--- config.mk ---
export PLATFORM = sky130hd
export DESIGN_NAME = hec_rx
export DESIGN_NICKNAME = d
export VERILOG_FILES = /design/src/rtl/hec_pkg.sv /design/src/rtl/hec_syndrome.sv /design/src/rtl/hec_locator.sv /design/src/rtl/hec_mode_fsm.sv /design/src/rtl/hec_rx.sv
export SDC_FILE = /design/constraint.sdc
export NUM_CORES = 1
export LEC_CHECK = 0
export BUFFER_PORTS_ARGS = -buffer_cell sky130_fd_sc_hd__clkbuf_2
export CORE_UTILIZATION = 50
export CTS_BUF_LIST = sky130_fd_sc_hd__clkbuf_8
export DETAILED_ROUTE_END_ITERATION = 6
export PLACE_DENSITY = 0.7
export SKIP_CTS_REPAIR_TIMING = 1
export SKIP_LAST_GASP = 1
export SYNTH_ARGS = -nofsm -noshare
export SYNTH_HDL_FRONTEND = slang
export SYNTH_SLANG_ARGS = --single-unit
--- constraint.sdc ---
create_clock -name clk -period 5.1 [get_ports clk]
set_input_delay 0.765 -clock clk [delete_from_list [all_inputs] [get_ports clk]]
set_output_delay 0.765 -clock clk [all_outputs]
set_load 0.05 [all_outputs]
--- src/rtl/hec_pkg.sv ---
package hec_pkg;

    localparam int HDR_W = 32;
    localparam int CHK_W = 8;
    localparam int CW_W  = HDR_W + CHK_W;
    localparam logic [CHK_W-1:0] GEN_LOW = 8'h07;  // x^2 + x + 1, x^8 implicit

    typedef enum logic [1:0] {
        HEC_NONE   = 2'd0,
        HEC_SINGLE = 2'd1,
        HEC_MULTI  = 2'd2
    } hec_class_e;

    typedef enum logic {
        MODE_CORRECT = 1'b0,
        MODE_DETECT  = 1'b1
    } hec_mode_e;

    typedef struct packed {
        hec_class_e       cls;
        logic [HDR_W-1:0] fix;   // bits of the header to invert
    } hec_verdict_t;

    // Remainder of data * x^8 modulo the generator, bit HDR_W-1 first.
    function automatic logic [CHK_W-1:0] crc_rem(input logic [HDR_W-1:0] data);
        logic [CHK_W-1:0] r;
        logic             fb;
        r = '0;
        for (int k = HDR_W - 1; k >= 0; k--) begin
            fb = r[CHK_W-1] ^ data[k];
            r  = {r[CHK_W-2:0], 1'b0};
            if (fb) r = r ^ GEN_LOW;
        end
        return r;
    endfunction

    // Syndrome produced by flipping codeword bit pos (0..7 check, 8..39 header).
    function automatic logic [CHK_W-1:0] unit_syndrome(input int pos);
        logic [CHK_W-1:0] s;
        logic [HDR_W-1:0] d;
        s = '0;
        d = '0;
        if (pos < CHK_W) begin
            s[pos] = 1'b1;
        end else begin
            d[pos - CHK_W] = 1'b1;
            s = crc_rem(d);
        end
        return s;
    endfunction

endpackage

--- src/rtl/hec_syndrome.sv ---
module hec_syndrome
    import hec_pkg::*;
#(
    parameter logic [CHK_W-1:0] COSET = '0
) (
    input  logic [HDR_W-1:0] hdr,
    input  logic [CHK_W-1:0] chk,
    output logic [CHK_W-1:0] syn
);
    logic [CHK_W-1:0] expect_chk;

    always_comb begin
        expect_chk = crc_rem(hdr) ^ COSET;
        syn        = expect_chk ^ chk;
    end
endmodule

--- src/rtl/hec_locator.sv ---
module hec_locator
    import hec_pkg::*;
(
    input  logic [CHK_W-1:0] syn,
    output hec_verdict_t     verdict
);
    logic [CW_W-1:0] hit;

    for (genvar p = 0; p < CW_W; p++) begin : g_cmp
        localparam logic [CHK_W-1:0] SIG = unit_syndrome(p);
        assign hit[p] = (syn == SIG);
    end

    always_comb begin
        verdict.fix = hit[CW_W-1:CHK_W];
        if (syn == '0)
            verdict.cls = HEC_NONE;
        else if (|hit)
            verdict.cls = HEC_SINGLE;
        else
            verdict.cls = HEC_MULTI;
    end
endmodule

--- src/rtl/hec_mode_fsm.sv ---
module hec_mode_fsm
    import hec_pkg::*;
(
    input  logic       clk,
    input  logic       rst,
    input  logic       valid,
    input  hec_class_e cls,
    output logic       accept,     // combinational decision for this header
    output logic       pass_q,
    output logic       drop_q,
    output hec_mode_e  mode_q
);
    hec_mode_e mode_nx;

    always_comb begin
        accept  = (cls == HEC_NONE) ||
                  ((cls == HEC_SINGLE) && (mode_q == MODE_CORRECT));
        mode_nx = (cls == HEC_NONE) ? MODE_CORRECT : MODE_DETECT;
    end

    always_ff @(posedge clk) begin
        if (rst) begin
            mode_q <= MODE_CORRECT;
            pass_q <= 1'b0;
            drop_q <= 1'b0;
        end else begin
            pass_q <= valid && accept;
            drop_q <= valid && !accept;
            if (valid) mode_q <= mode_nx;
        end
    end
endmodule

--- src/rtl/hec_rx.sv ---
module hec_rx
    import hec_pkg::*;
#(
    parameter logic [7:0] COSET = 8'h00
) (
    input  logic        clk,
    input  logic        rst,
    input  logic        in_valid,
    input  logic [31:0] in_hdr,
    input  logic [7:0]  in_chk,
    output logic [31:0] out_hdr,
    output logic        out_pass,
    output logic        out_discard,
    output logic [1:0]  out_class,
    output logic        out_mode
);
    logic [CHK_W-1:0] syn;
    hec_verdict_t     verdict;
    logic             accept;
    hec_mode_e        mode_q;
    logic [HDR_W-1:0] hdr_q;
    hec_class_e       cls_q;

    hec_syndrome #(.COSET(COSET)) u_syn (
        .hdr (in_hdr),
        .chk (in_chk),
        .syn (syn)
    );

    hec_locator u_loc (
        .syn     (syn),
        .verdict (verdict)
    );

    hec_mode_fsm u_fsm (
        .clk    (clk),
        .rst    (rst),
        .valid  (in_valid),
        .cls    (verdict.cls),
        .accept (accept),
        .pass_q (out_pass),
        .drop_q (out_discard),
        .mode_q (mode_q)
    );

    always_ff @(posedge clk) begin
        if (rst) begin
            hdr_q <= '0;
            cls_q <= HEC_NONE;
        end else if (in_valid) begin
            hdr_q <= (accept && verdict.cls == HEC_SINGLE) ? (in_hdr ^ verdict.fix) : in_hdr;
            cls_q <= verdict.cls;
        end
    end

    assign out_hdr   = hdr_q;
    assign out_class = cls_q;
    assign out_mode  = mode_q;
endmodule

==> reports/summary.txt <==
CRITICAL PATH
-------------------------------------------------------------------------------------
Cell at the slowest stage of the critical path                                xnor3_4
Critical path start-end classification                                   primary input to flop
Cells along the critical path                                            clkbuf_2 -> xor3_2 -> xnor3_1 -> xnor2_1 -> xnor3_4 -> xor2_2 -> mux2i_1 -> a22o_2 -> a311o_1 -> a2111oi_2 -> nand3_1 -> o31ai_2 -> a21oi_1
Critical path launch point type                                          primary input
Register-to-Register Path Depth                                                     4
Critical path fanouts, max                                                         10
Slowest Stage Delay on Critical Path                                           640 ps
Category of the worst setup path capture point                                   flop
Worst path required time                                                      5270 ps
Arrival time reported for the critical path endpoint                          4840 ps

TIMING
-------------------------------------------------------------------------------------
Achievable frequency                                                        214.1 MHz
Relative slew slack                                                            51.04%
Max-slew violation count                                                            0
Final worst path period need                                                  4670 ps
Final total negative setup slack                                                 0 ps
Final setup violation count                                                         0
Setup repair after global routing missed its margin                             false
Post-route clock period utilization                                            91.58%
Worst hold slack across all endpoints                                        483.7 ps
Worst Clk Skew                                                               2.726 ps
Transition time at the pin with the least slew margin                        734.4 ps
Final Hold Fails                                                                    0

FLOORPLANNING
-------------------------------------------------------------------------------------
Width of the die                                                             90.21 um
Initial core utilization                                                       52.78%
Area of the die                                                            8137 sq um
Row count                                                                          31
Number of top-level design ports                                                   80
Vertical extent of the die                                                   90.21 um
Area of the core                                                           7370 sq um

PLACE
-------------------------------------------------------------------------------------
Number of cells after detailed placement                                          604
I/O Buffers                                                                        79
HPWL after detailed placement                                                 9541 um
Cell area reported after detailed placement                                4379 sq um
RD Place Congestion                                                            0.9290

WORST HOLD PATH
-------------------------------------------------------------------------------------
Worst hold path cell count                                                          2
Worst min-delay path class                                               flop to flop

CELLS AND AREA
-------------------------------------------------------------------------------------
Post-synthesis to final-layout area growth                                     14.80%
Ant diodes                                                                          0
NumNets Final                                                                     555
Fill cells                                                                        665
Most frequent standard cell in the layout excluding fill and tap cells       clkbuf_2
Fraction of final layout cells sized beyond drive strength 1                   24.76%
Top library cells by usage in the layout, fill and taps aside            clkbuf_2, nor2_1, xnor2_1, dfxtp_1, a211oi_1
Finished layout cell area                                                  4466 sq um
Area taken by flip-flops and latches                                      740.7 sq um
Post-layout instance count excluding filler cells                                 612
Area taken by multi-input logic gates                                      3007 sq um

OUTCOME
-------------------------------------------------------------------------------------
Result of the run                                                        finished clean

DETAILED ROUTING
-------------------------------------------------------------------------------------
Sum of routed wire length over all layers                                    11920 um
DRC violations left                                                                 0
Per-cell via count in the routed design                                         5.946
First-pass DRT Iterations                                                           4
Number of DRC markers in iteration 0                                              270
Remaining antenna violation count after routing                                     0
Routed wire length per instance                                              19.48 um
Count of vias placed by the detailed router                                      3639

CTS
-------------------------------------------------------------------------------------
Clock insertion delay at the later pin of the skew report                      290 ps
Clock slew seen by the registers of the worst setup and hold paths              80 ps
Number of sinks driven by the clock tree                                           37
TritonCTS clock tree                                                            built
CTS H-Tree Depth                                                                    2
TritonCTS buffer count                                                              5
Clk buf depth                                                                       2
Clock tree root driver cell                                                  clkbuf_8

LOGIC SYNTHESIS
-------------------------------------------------------------------------------------
Unique cell type count in the Yosys netlist                                        60
Total nets after synthesis                                                        481
Yosys warnings                                                                      0
Post-Syn Area                                                              3890 sq um
Number of enable-type register cells in the synthesized netlist                     0
Number of synthesized register bits                                                37
Post-Synthesis Mean Instance Area                                         8.881 sq um
Share of async-settable or async-resettable flops after synthesis                  0%
Top flip-flop cell by instance count after synthesis                          dfxtp_1
Gate count of the mapped netlist                                                  438
Sequential area share after synthesis                                          19.04%

GLOBAL ROUTE
-------------------------------------------------------------------------------------
Largest net degree at the start of global routing                                  71
Gr usage total                                                                 30.08%
First-pass GRT wire length                                                   19000 um
Antenna violations before repair                                                    0
Via count of the first global-routing pass                                       3429
Aggregate global routing overflow                                                   0

JOB
-------------------------------------------------------------------------------------
Number of max-capacitance violations reported                                       0

-- final timing paths --
path                                    from           end  slack [ps]
worst max-delay path              in_hdr[29]  u_fsm.pass_q         430
worst min-delay path              out_hdr[9]    out_hdr[9]         480
worst min register to register    out_hdr[9]    out_hdr[9]         480
worst max register to register  u_fsm.mode_q   out_hdr[26]        3150
-- synthesized netlist by cell type, drive strengths merged, types with 5 or more instances --
master  count  share of area, %
xor2       25               6.2
or3         9               1.4
xor3        5               3.1
nand2      25               2.4
mux2i      10               2.6
o21ai      11               1.4
nor2       58               5.6
a32oi       5               1.1
dfxtp      37                19
buf        10               1.8
nand2b      6              0.97
clkbuf     15               1.4
and2        5              0.80
nor4       12               1.9
a211oi     29               5.6
xnor3      19                11
xnor2      61                16
a21oi       6              0.77
nor3       22               2.8
a31oi       6              0.97
a311oi      5               1.1
a22oi       7               1.4
nand3       6              0.77
nor2b       5              0.80
-- per-stage QoR --
| stage | utilization, % | setup WS (ps) |
|---|---|---|
| detailed placement | 59.42 | 181.6 |
| CTS | 60.59 | 471.6 |
| finish | 60.59 | 429.6 |
| floorplan | - | 754.1 |
| global route | 60.59 | 119.6 |
| global placement | 59.42 | 221.2 |
-- sequential cells by signal, indices dropped and copies added (netlist names) --
register      flops
out_hdr          32
u_fsm.pass_q      1
u_fsm.drop_q      1
out_class         2
u_fsm.mode_q      1
-- final cells by class --
| type | instances | share of cell area, % |
|---|---|---|
| multi-input cells | 372 | 67.33 |
| flip-flops and latches | 37 | 16.59 |
| repair buffers | 92 | 11.04 |
| well taps | 99 | 2.774 |
| clock buffers | 5 | 1.541 |
| clock inverters | 3 | 0.3923 |
| inverters | 4 | 0.3362 |
-- worst max-delay path, delay by kind of cell --
family	cells	cell delay [ps]
xor+xnor	5	2120
compound gates	5	1390
mux	1	270
simple gates	1	180
buf+inv	1	120
-- per-layer routing --
| layer | GRT usage [%] | part of all wire, % | up-vias |
|---|---|---|---|
| met5 | 0 | 0 | - |
| met4 | 9.274 | 2.4 | 0 |
| met3 | 2.453 | 5.8 | 21 |
| met2 | 47.26 | 45 | 162 |
| met1 | 43.71 | 47 | 1725 |
| li1 | - | - | 1731 |
-- logic make-up (layout without fill, tap and decap cells) --
logic type / Yosys count / count (layout) / synth area share [%]
multiplexers: 11 / 11 / 2.863
AO/OA/AOI/OAI: 92 / 92 / 18.69
buffers and inverters: 29 / 104 / 3.666
XOR/XNOR: 110 / 110 / 36.22
AND/OR/NAND/NOR: 159 / 159 / 19.52
flip-flops: 37 / 37 / 19.04
Power is not shown: default switching activity piles up to over one toggle a cycle in this logic, so the estimate is an artifact.
